<file path="src/rtl/acc_alu_pkg.sv">
// Shared definitions for the accumulator ALU: operation codes, sequencer
// states and flag bit positions. Assumes a 3-bit operation code.
package acc_alu_pkg;
    typedef enum logic [2:0] {
        OP_ADD  = 3'd0,
        OP_SUB  = 3'd1,
        OP_AND  = 3'd2,
        OP_OR   = 3'd3,
        OP_XOR  = 3'd4,
        OP_CMP  = 3'd5,
        OP_RSV6 = 3'd6,
        OP_RSV7 = 3'd7
    } alu_op_e;

    typedef enum logic [1:0] {
        ST_IDLE = 2'd0,
        ST_WAIT = 2'd1,
        ST_EXEC = 2'd2
    } seq_state_e;

    localparam int FLAG_W   = 4;
    localparam int FLAG_SGN = 3;
    localparam int FLAG_ZER = 2;
    localparam int FLAG_PAR = 1;
    localparam int FLAG_CRY = 0;
endpackage

</file>
<file path="src/rtl/alu_opnd_latch.sv">
// Operand holding register. It loads the bus value on a capture pulse and
// keeps it otherwise. Assumes the capture pulse coincides with the edge at
// which bus data is valid.
module alu_opnd_latch #(
    parameter int W = 8
) (
    input  logic         clk,
    input  logic         rst_n,
    input  logic         capture_i,
    input  logic [W-1:0] d_i,
    output logic [W-1:0] q_o
);
    // Hold register: clear on reset, load on capture.
    always_ff @(posedge clk) begin
        if (!rst_n)         q_o <= '0;
        else if (capture_i) q_o <= d_i;
    end
endmodule

</file>
<file path="src/rtl/alu_seq.sv">
// Sequencer: idle -> armed (waiting for bus end) -> execute (one cycle).
// Stores the operation code on an accepted start request. Assumes start and
// strobe are synchronous to clk.
module alu_seq
    import acc_alu_pkg::*;
(
    input  logic       clk,
    input  logic       rst_n,
    input  logic       start_i,
    input  logic [2:0] op_i,
    input  logic       bus_end_i,
    output logic       capture_o,
    output logic       exec_o,
    output logic       armed_o,
    output logic [2:0] op_q_o
);
    seq_state_e state_q, state_d;

    // Capture only when armed and the bus cycle ends.
    assign capture_o = (state_q == ST_WAIT) && bus_end_i;
    assign exec_o    = (state_q == ST_EXEC);
    assign armed_o   = (state_q == ST_WAIT);

    // Next-state selection.
    always_comb begin
        state_d = state_q;
        case (state_q)
            ST_IDLE: if (start_i)   state_d = ST_WAIT;
            ST_WAIT: if (bus_end_i) state_d = ST_EXEC;
            ST_EXEC:                state_d = ST_IDLE;
            default:                state_d = ST_IDLE;
        endcase
    end

    // State register and operation-code store.
    always_ff @(posedge clk) begin
        if (!rst_n) begin
            state_q <= ST_IDLE;
            op_q_o  <= 3'd0;
        end else begin
            state_q <= state_d;
            if (state_q == ST_IDLE && start_i) op_q_o <= op_i;
        end
    end
endmodule

</file>
<file path="src/rtl/alu_core.sv">
// Combinational ALU over two registered inputs. It produces the result, the
// new flags and write enables. Assumes both inputs are stable for the cycle.
module alu_core
    import acc_alu_pkg::*;
#(
    parameter int W = 8
) (
    input  logic [W-1:0]      acc_i,
    input  logic [W-1:0]      opnd_i,
    input  logic [2:0]        op_i,
    output logic [W-1:0]      res_o,
    output logic [FLAG_W-1:0] flags_o,
    output logic              wr_acc_o,
    output logic              wr_flags_o
);
    logic [W:0] sum;
    logic [W:0] diff;
    logic       cy;

    // Operation select, carry/borrow and write enables.
    always_comb begin
        sum        = {1'b0, acc_i} + {1'b0, opnd_i};
        diff       = {1'b0, acc_i} - {1'b0, opnd_i};
        res_o      = acc_i;
        cy         = 1'b0;
        wr_acc_o   = 1'b0;
        wr_flags_o = 1'b1;
        case (alu_op_e'(op_i))
            OP_ADD: begin res_o = sum[W-1:0];  cy = sum[W];  wr_acc_o = 1'b1; end
            OP_SUB: begin res_o = diff[W-1:0]; cy = diff[W]; wr_acc_o = 1'b1; end
            OP_AND: begin res_o = acc_i & opnd_i; wr_acc_o = 1'b1; end
            OP_OR:  begin res_o = acc_i | opnd_i; wr_acc_o = 1'b1; end
            OP_XOR: begin res_o = acc_i ^ opnd_i; wr_acc_o = 1'b1; end
            OP_CMP: begin res_o = diff[W-1:0]; cy = diff[W]; end
            default: wr_flags_o = 1'b0;
        endcase
    end

    // Flag formation from the result.
    always_comb begin
        flags_o           = '0;
        flags_o[FLAG_SGN] = res_o[W-1];
        flags_o[FLAG_ZER] = (res_o == '0);
        flags_o[FLAG_PAR] = ~^res_o;
        flags_o[FLAG_CRY] = cy;
    end
endmodule

</file>
<file path="src/rtl/acc_alu_unit.sv">
// Top: accumulator and flag registers, with the operand latch, sequencer and
// ALU core. Bus data is used only through the operand register, one cycle
// after capture. Assumes bus_data_i is valid on the edge carrying bus_end_i.
module acc_alu_unit
    import acc_alu_pkg::*;
#(
    parameter int W = 8
) (
    input  logic              clk,
    input  logic              rst_n,
    input  logic              start_i,
    input  logic [2:0]        op_i,
    input  logic [W-1:0]      bus_data_i,
    input  logic              bus_end_i,
    output logic [W-1:0]      acc_o,
    output logic [FLAG_W-1:0] flags_o,
    output logic              busy_o
);
    logic              capture;
    logic              exec;
    logic              armed;
    logic [2:0]        op_q;
    logic [W-1:0]      opnd_q;
    logic [W-1:0]      res;
    logic [FLAG_W-1:0] flags_new;
    logic              wr_acc;
    logic              wr_flags;

    alu_seq u_seq (
        .clk       (clk),
        .rst_n     (rst_n),
        .start_i   (start_i),
        .op_i      (op_i),
        .bus_end_i (bus_end_i),
        .capture_o (capture),
        .exec_o    (exec),
        .armed_o   (armed),
        .op_q_o    (op_q)
    );

    alu_opnd_latch #(.W(W)) u_opnd (
        .clk       (clk),
        .rst_n     (rst_n),
        .capture_i (capture),
        .d_i       (bus_data_i),
        .q_o       (opnd_q)
    );

    alu_core #(.W(W)) u_core (
        .acc_i      (acc_o),
        .opnd_i     (opnd_q),
        .op_i       (op_q),
        .res_o      (res),
        .flags_o    (flags_new),
        .wr_acc_o   (wr_acc),
        .wr_flags_o (wr_flags)
    );

    assign busy_o = exec;

    // Accumulator and flag write-back in the execute cycle.
    always_ff @(posedge clk) begin
        if (!rst_n) begin
            acc_o   <= '0;
            flags_o <= '0;
        end else if (exec) begin
            if (wr_acc)   acc_o   <= res;
            if (wr_flags) flags_o <= flags_new;
        end
    end
endmodule

</file>
<file path="config.mk">
export PLATFORM = sky130hd
export DESIGN_NAME = acc_alu_unit
export DESIGN_NICKNAME = d
export VERILOG_FILES = /design/src/rtl/acc_alu_pkg.sv /design/src/rtl/alu_opnd_latch.sv /design/src/rtl/alu_seq.sv /design/src/rtl/alu_core.sv /design/src/rtl/acc_alu_unit.sv
export SDC_FILE = /design/constraint.sdc
export NUM_CORES = 1
export LEC_CHECK = 0
export ABC_CLOCK_PERIOD_IN_PS = 2700
export BUFFER_PORTS_ARGS = -buffer_cell sky130_fd_sc_hd__clkbuf_2
export CORE_MARGIN = 4
export CORE_UTILIZATION = 54
export DETAILED_ROUTE_END_ITERATION = 10
export PLACE_DENSITY = 0.74
export SYNTH_ARGS = -nofsm -noshare
export SYNTH_HDL_FRONTEND = slang
export SYNTH_HIERARCHICAL = 1
export SYNTH_SLANG_ARGS = --single-unit
</file>
<file path="constraint.sdc">
create_clock -name clk -period 2.7 [get_ports clk]
set_clock_uncertainty 0.05 [all_clocks]
set_input_delay 0.135 -clock clk [delete_from_list [all_inputs] [get_ports clk]]
set_output_delay 0.135 -clock clk [all_outputs]
set_load 0.01 [all_outputs]
</file>
== Word level (Yosys, flattened, before mapping) ==
Index checks and enable logic that the tools add are counted.

* Flip-flop bits (word level): 25
* Bits of input ports: 15
* Output and inout bits: 13
* Word-level logic and storage cells: 38

* Add/sub/neg operators: 2
* Equal/unequal tests: 9
* Muxes and demuxes: 7
* Bitwise logic cells: 3
* Reductions and logical operators: 12

{| class="wikitable"
|+ Operator list
! operator !! count
|-
| one-hot mux 8 bit (5 select lines) || 1
|-
| adder 8 x 8 -> 9 bit || 1
|-
| subtractor 8 x 8 -> 9 bit || 1
|-
| AND 8 bit || 1
|-
| zero test 8 bit || 1
|-
| OR 8 bit || 1
|-
| XNOR reduction 8 bit || 1
|-
| bitwise XOR 8 bit || 1
|-
| == test 3 x 2 -> 1 bit (second input constant) || 2
|-
| == test 3 bit (second input constant) || 2
|-
| AND reduction 2 bit || 3
|-
| OR reduction 6 bit || 1
|-
| OR reduction 5 bit || 1
|-
| two-way mux 2 bit || 2
|-
| != test 2 bit (second input constant) || 2
|-
| one-hot mux 2 bit (2 select lines) || 1
|-
| == test 3 x 1 -> 1 bit (second input constant) || 1
|-
| zero test 3 bit || 1
|-
| == test 2 x 1 -> 1 bit (second input constant) || 1
|-
| == test 2 bit (second input constant) || 1
|-
| logical AND 1 bit || 2
|-
| zero test 2 bit || 1
|-
| two-way mux 1 bit || 2
|-
| one-hot mux 1 bit (2 select lines) || 1
|-
| OR reduction 2 bit || 1
|}

== Longest topological paths before layout ==
Gate-level depths: netlist of the first run.

* Word-level depth: 4
* Depth in mapped cells: 13
* Gate-level depth less buffers: 13

== Modules after synthesis ==
The synthesis of the first run kept the hierarchy.

{| class="wikitable"
|+ Modules (own cells, without submodules)
! module !! times used !! cells each !! area each (sq um) !! seq. area each (sq um)
|-
| alu_core || 1 || 199 || 1418.9 || 0.0
|-
| acc_alu_unit || 1 || 55 || 515.5 || 240.2
|-
| alu_opnd_latch || 1 || 25 || 301.5 || 160.2
|-
| alu_seq || 1 || 23 || 229.0 || 100.1
|}

== Least setup slack after synthesis of the first run ==
OpenSTA, ideal clock, no wires.

* Path type: register to register
* From: register acc_o[1]
* To: register flags_o[1]
* Library setup time: 0.069 ns
* Data arrival time: 2.839 ns
* Data required time: 2.581 ns
* Setup slack: -0.257 ns
* Cell stages (with the launch flop): 13
* Path buffers: 0
* Clock period less this slack: 2.957 ns
* Path through: dfxtp_1 > inv_1 > ha_1 > o21bai_1 > a211oi_2 > o31a_2 > or3_1 > o32ai_1 > ha_1 > xnor2_1 > xnor2_1 > nand4_1 > o21ai_1

* Cells in the longest elaborated chain, start to end: 3
* Elaborated cells on any way between the ends: 7
* Those cells by class: 2 x add/sub; 1 x mux; 3 x bitwise; 1 x reduce/logical

{| class="wikitable"
|+ RTL lines
! item !! line !! RTL
|-
| start: declaration || acc_alu_unit.sv:15 || <nowiki>output logic [W-1:0] acc_o,</nowiki>
|-
| start signal: assignment || acc_alu_unit.sv:67 || <nowiki>if (wr_acc) acc_o <= res;</nowiki>
|-
| subtractor 8 x 8 -> 9 bit, or another cell as far along || alu_core.sv:23 || <nowiki>diff = {1'b0, acc_i} - {1'b0, opnd_i};</nowiki>
|-
| one-hot mux 8 bit (5 select lines) (*) || alu_core.sv:28 || <nowiki>case (alu_op_e'(op_i))</nowiki>
|-
| XNOR reduction 8 bit (*) || alu_core.sv:44 || <nowiki>flags_o[FLAG_PAR] = ~^res_o;</nowiki>
|-
| named net flags_new[1] || acc_alu_unit.sv:25 || <nowiki>logic [FLAG_W-1:0] flags_new;</nowiki>
|-
| end signal: assignment || acc_alu_unit.sv:68 || <nowiki>if (wr_flags) flags_o <= flags_new;</nowiki>
|-
| end: declaration || acc_alu_unit.sv:16 || <nowiki>output logic [FLAG_W-1:0] flags_o,</nowiki>
|}

The timed path passes the listed nets; every way through them passes the cells marked *.
A chain may end at the register's enable or synchronous reset.

== Worst setup path in the final report of the first run ==
* From: register u_opnd.q_o[4]
* To: register flags_o[1]

* Cells in the longest elaborated chain, start to end: 3
* Elaborated cells on any way between the ends: 7
* Those cells by class: 2 x add/sub; 1 x mux; 3 x bitwise; 1 x reduce/logical

{| class="wikitable"
|+ RTL lines
! item !! line !! RTL
|-
| start: declaration || alu_opnd_latch.sv:11 || <nowiki>output logic [W-1:0] q_o</nowiki>
|-
| start signal: assignment || alu_opnd_latch.sv:16 || <nowiki>else if (capture_i) q_o <= d_i;</nowiki>
|-
| subtractor 8 x 8 -> 9 bit, or another cell as far along || alu_core.sv:23 ||
|-
| one-hot mux 8 bit (5 select lines) (*) || alu_core.sv:28 ||
|-
| XNOR reduction 8 bit (*) || alu_core.sv:44 ||
|-
| named net flags_new[1] || acc_alu_unit.sv:25 ||
|}

Marks and branches as above.

==> flow_metrics.py, run 1 <==
metrics = {
    "place": {
        "place_ws_ns": -0.187,
        "place_congestion": 0.888,
        "placed_area_mm2": 0.00297,
        "dp.final_hpwl_um": 4970,
        "dp_cells": 413,
        "io_buffers": 27,
    },
    "critical_path": {
        "slowest_delay_ns": 0.38,
        "crit_arrival_ns": 2.91,
        "path_cells": "inv_1 -> ha_1 -> clkinv_2 -> a211oi_2 -> o31a_2 -> or3_4 -> o32ai_4 -> ha_4 -> xnor2_2 -> xnor2_1 -> nand4_1 -> o21ai_1",
        "slowest_stage": "or3_4",
        "worstPathRequired_ns": 2.86,
        "path_delay_family": "compound AO/OA/AOI/OAI gates",
        "path_class": "register to register",
        "r2r-start": "u_opnd/q_o[4]",
        "reg2reg_to": "flags_o[1]",
        "crit_fanout": 2,
        "reg2reg_setup_slack_ns": -0.05,
        "startpoint_type": "register",
        "endpoint_kind": "register",
        "path_buf_inv": 2,
        "r2r_cells": 12,
    },
    "die": {
        "dieArea_mm2": 0.00570,
        "io_pins": 28,
        "core-area_mm2": 0.00438,
        "initial_core_util": 0.561,
        "row_count": 24,
        "dieHeight_um": 75.5,
        "die_w_um": 75.5,
    },
    "pwr": {
        "leakage_nw": 1.33,
        "power.density_mw_per_mm2": 303,
        "irDropWorstVdd_uv": 207,
    },
    "worst_hold_path": {
        "hold_depth": 3,
        "hold_path.class": "input port to register",
        "hold-path-endpoint": "u_seq/op_q_o[2]",
        "hold_path.startpoint": "op_i[2]",
    },
    "timing": {
        "worst_slack_ns": -0.0525,
        "fmax_mhz": 363,
        "slew_headroom": 0.510,
        "hold_slack_ns": 0.0383,
        "drv_slew": 0,
        "setup_viol": 1,
        "rsz0062_at_grt": "yes",
        "fin_crit_ns": 2.75,
        "finalSetupTns_ns": -0.0525,
        "final_hold_viol_count": 0,
        "fin_crit_sh": 1.02,
        "worstMarginPinSlew_ns": 0.735,
    },
    "synth": {
        "syn_inst": 301,
        "syn-cell-area_mm2": 0.00246,
        "syn_avg_cell_area_um2": 8.17,
        "yosys_warnings": 6,
        "syn_nets": 346,
    },
    "detailed_routing": {
        "ant_nets": 0,
        "drc": 0,
        "dr.pass1.iters": 5,
        "wl_per_cell_um": 16.3,
        "drt_iter0_drc": 220,
        "finalWirelength_um": 6830,
        "routed-via-count": 2486,
        "routed_via_density": 5.95,
    },
    "clock_network": {
        "cts_max_level": 1,
        "cts.path.max_buffers": 2,
        "clock_latency_ns": 0.27,
        "clkTransAtPathRegs_ns": 0.10,
        "cts_tree": "done",
        "cts_buffers": 3,
        "root_buffer": "clkbuf_8",
        "cts.sinks": 25,
    },
    "layout": {
        "fin_area_mm2": 0.00318,
        "drive_gt1_frac": 0.385,
        "area_growth_pct": 29.5,
        "final_cells": 418,
        "num_antenna_cells": 0,
        "num-nets-final": 412,
    },
    "flow_run": {
        "cap_violations": 0,
    },
    "grt": {
        "grt_pass1_vias": 2196,
        "grt_pass1_wl_um": 10600,
        "antenna_found_initial": 0,
        "grtUsageTotal": 0.241,
        "grt_max_degree": 41,
        "overflow": 0,
    },
    "status": {
        "status": "finished, violations left",
        "violations": "negative setup slack",
    },
}
power by group:
part	internal, W	switching [W]	total [W]
registers	0.000376	0.0000148	0.000391
clock network	0.000103	0.000128	0.000232
logic	0.000173	0.000171	0.000344
total	0.000652	0.000314	0.000966
timing repair:
action | in CTS | in global routing
pin swaps | 10 | 3
gates resized for setup | 19 | 14
hold buffers | 0 | 0
setup buffers | 0 | 1
setup endpoints to repair | 1 | 2
sequential cells by signal, summed over array words and instances, names as in the netlist:
register	cells
acc_o	8
flags_o	4
u_opnd/q_o	8
u_seq/op_q_o	3
u_seq/state_q	2
stage by stage:
stage / util / power, W
final: 0.726 / 0.000966
after CTS: 0.708 / 0.000953
after global routing: 0.726 / 0.00102
after detailed placement: 0.678 / 0.000697
after global placement: 0.678 / 0.000690
after floorplan: - / 0.000611
final cells by class:
cell class	count	area, µm²
clock buffers	3	41.3
clock inverters	1	5.00
fillers	312	1200
inverters	23	88.8
multi-input cells	233	1910
flip-flops and latches	25	526
well taps	52	65.1
repair buffers	81	553
worst max path at each step:
stage                        startpoint         end  cells past startpoint
after floorplan                acc_o[4]  flags_o[1]                     13
after global placement         acc_o[0]  flags_o[1]                     13
after detailed placement  u_opnd/q_o[4]  flags_o[1]                     12
after CTS                 u_opnd/q_o[3]  flags_o[1]                     13
after global routing           acc_o[0]  flags_o[1]                     13
final                     u_opnd/q_o[4]  flags_o[1]                     12
worst register-to-register path, stage by stage (launching register included):
cell and delay [ns]:
dfxtp_2 0.34, inv_1 0.07, ha_1 0.34, clkinv_2 0.08, a211oi_2 0.07, o31a_2 0.34, or3_4 0.38, o32ai_4 0.31
ha_4 0.25, xnor2_2 0.13, xnor2_1 0.13, nand4_1 0.08, o21ai_1 0.10
layout by cell type (no fill, tap or decap), types with 11 or more instances in the layout:
cell and instances:
nor2b_1 12, inv_1 17, buf_4 53, mux2i_1 14, nor2_1 11, nand4_1 13
o21ai_0 13, ha_1 21, nand2_1 31, dfxtp_1 15, clkbuf_2 27
routing by layer:
layer | vias up | track usage | share of wire
li1 | 1206 | - | -
met1 | 1162 | 0.341 | 0.45
met2 | 104 | 0.387 | 0.47
met3 | 14 | 0.0422 | 0.068
met4 | 0 | 0.0466 | 0.011
met5 | - | 0 | 0
No activity file was read; power rests on OpenSTA's default activity.
==> inputs of run 2 (changes only) <==
BUFFER_PORTS_ARGS = -buffer_cell sky130_fd_sc_hd__buf_4   (was -buffer_cell sky130_fd_sc_hd__clkbuf_2)
==> run 2 against run 1 <==
Against the previous run: clock power up 3%; critical path type unchanged; register-to-register slack about the same; highest routed layer unchanged; the flow still finishes with violations (negative setup slack); wire length up 4.2%; first-iteration DRC count down 4.5%; die area unchanged; critical endpoint unchanged.
==> flow_metrics.py, run 2 (same netlist as run 1, synthesis figures left out) <==
metrics = {
    "status": {
        "status": "finished, violations left",
        "violations": "negative setup slack",
    },
    "critical_path": {
        "crit_arrival_ns": 2.93,
        "r2r_cells": 13,
        "endpoint_kind": "register",
        "path_class": "register to register",
        "reg2reg_to": "flags_o[1]",
        "slowest_stage": "fa_2",
        "crit_fanout": 4,
        "slowest_delay_ns": 0.42,
        "startpoint_type": "register",
        "reg2reg_setup_slack_ns": -0.06,
        "path_cells": "inv_1 -> ha_2 -> fa_2 -> o21bai_4 -> a21oi_2 -> a221o_1 -> o21a_1 -> o22ai_2 -> ha_1 -> xnor2_2 -> xnor2_1 -> nand4_1 -> o21ai_1",
        "worstPathRequired_ns": 2.87,
        "r2r-start": "acc_o[0]",
    },
    "detailed_routing": {
        "wl_per_cell_um": 16.9,
        "ant_nets": 0,
        "dr.pass1.iters": 4,
        "routed-via-count": 2470,
        "drc": 0,
        "finalWirelength_um": 7120,
        "routed_via_density": 5.87,
        "drt_iter0_drc": 210,
    },
    "timing": {
        "worst_slack_ns": -0.0604,
        "fin_crit_sh": 1.02,
        "setup_viol": 1,
        "fmax_mhz": 362,
        "hold_slack_ns": 0.0646,
        "drv_slew": 0,
        "final_hold_viol_count": 0,
        "slew_headroom": 0.539,
        "worstMarginPinSlew_ns": 0.690,
        "rsz0062_at_grt": "yes",
        "fin_crit_ns": 2.76,
    },
    "pwr": {
        "irDropWorstVdd_uv": 270,
        "fin_total_pwr_w": 0.000981,
        "leakage_nw": 1.37,
        "power.density_mw_per_mm2": 300,
    },
    "clock_network": {
        "cts.sinks": 25,
        "cts_max_level": 1,
        "clock_latency_ns": 0.27,
        "root_buffer": "clkbuf_8",
        "cts_buffers": 3,
        "cts.path.max_buffers": 2,
        "clkTransAtPathRegs_ns": 0.10,
        "cts_tree": "done",
    },
    "layout": {
        "final_common_cell": "buf_4",
        "drive_gt1_frac": 0.396,
        "num-nets-final": 415,
        "largest_registers": "acc_o x8, u_opnd/q_o x8, flags_o x4",
        "num_antenna_cells": 0,
        "area_growth_pct": 32.9,
        "final_core_util": 0.745,
        "final_cell_mix": "buf_4, nand2_1, ha_1",
        "fin_area_mm2": 0.00327,
    },
    "place": {
        "io_buffers": 27,
        "placed_area_mm2": 0.00305,
        "dp.final_hpwl_um": 5030,
        "place_ws_ns": -0.179,
        "place_congestion": 0.880,
    },
    "grt": {
        "grt_pass1_vias": 2324,
        "grtUsageTotal": 0.252,
        "use_met1": 0.367,
        "grt_use_met3": 0.0211,
        "grt_max_degree": 41,
        "antenna_found_initial": 0,
        "grtUsageMet2": 0.391,
        "overflow": 0,
        "grt_pass1_wl_um": 11200,
        "top_usage_layer": "met2",
    },
    "worst_hold_path": {
        "hold_path.class": "input port to register",
        "hold-path-endpoint": "u_seq/op_q_o[0]",
        "hold_depth": 3,
        "hold_path.startpoint": "op_i[0]",
    },
    "die": {
        "die_w_um": 75.5,
        "core-area_mm2": 0.00438,
        "dieHeight_um": 75.5,
        "row_count": 24,
        "initial_core_util": 0.561,
        "dieArea_mm2": 0.00570,
        "io_pins": 28,
    },
    "flow_run": {
        "cap_violations": 0,
    },
}
==> run 2: worst max-delay path by stage <==
stage	start	to	slack (ns)	depth (start not counted)
floorplan	acc_o[4]	flags_o[1]	-0.01	13
global placement	u_opnd/q_o[3]	flags_o[1]	-0.08	12
detailed placement	acc_o[0]	flags_o[1]	-0.18	13
CTS	u_opnd/q_o[4]	flags_o[1]	-0.04	12
global route	u_opnd/q_o[4]	flags_o[1]	-0.26	12
finish	acc_o[0]	flags_o[1]	-0.06	13
==> run 2: per-layer routing <==
| metal | vias to the layer above | wire (µm) | part of all wire |
|---|---|---|---|
| li1 | 1209 | - | - |
| met1 | 1166 | 3250 | 0.46 |
| met2 | 89 | 3420 | 0.48 |
| met3 | 6 | 369 | 0.052 |
| met4 | 0 | 75 | 0.011 |
| met5 | - | 0 | 0 |
==> run 2: cell type report <==
cell class	instances	area [µm²]
repair buffers	84	643
inverters	23	88.8
fillers	329	1120
multi-input cells	233	1890
well taps	52	65.1
flip-flops and latches	25	529
clock inverters	1	6.26
clock buffers	3	41.3
==> run 2: metrics by stage <==
step,setup TNS [ns],std cells
final,-0.0604,421
after global routing,-0.264,421
after CTS,-0.0397,419
after detailed placement,-0.179,414
after global placement,-0.0833,414
after floorplan,-0.0126,301
==> run 2: critical path: cells and delay by family, from the launching register on <==
family	cells	cell delay, ns
fa+ha+maj	3	0.91
xor+xnor	2	0.32
compound gates	6	0.89
buf+inv	1	0.06
flops	1	0.37
simple gates	1	0.09
==> run 2: what timing repair did <==
item / in CTS / in global routing
resized for setup: 16 / 19
buffers inserted: 1 / 2
hold buffers: 0 / 0
endpoints found under the setup margin: 1 / 2
pin swaps: 8 / 7
==> run 2: report_power, final <==
| part | total, W | internal [W] | switching [W] |
|---|---|---|---|
| logic | 0.000349 | 0.000180 | 0.000169 |
| clock network | 0.000239 | 0.000106 | 0.000133 |
| registers | 0.000393 | 0.000375 | 0.0000179 |
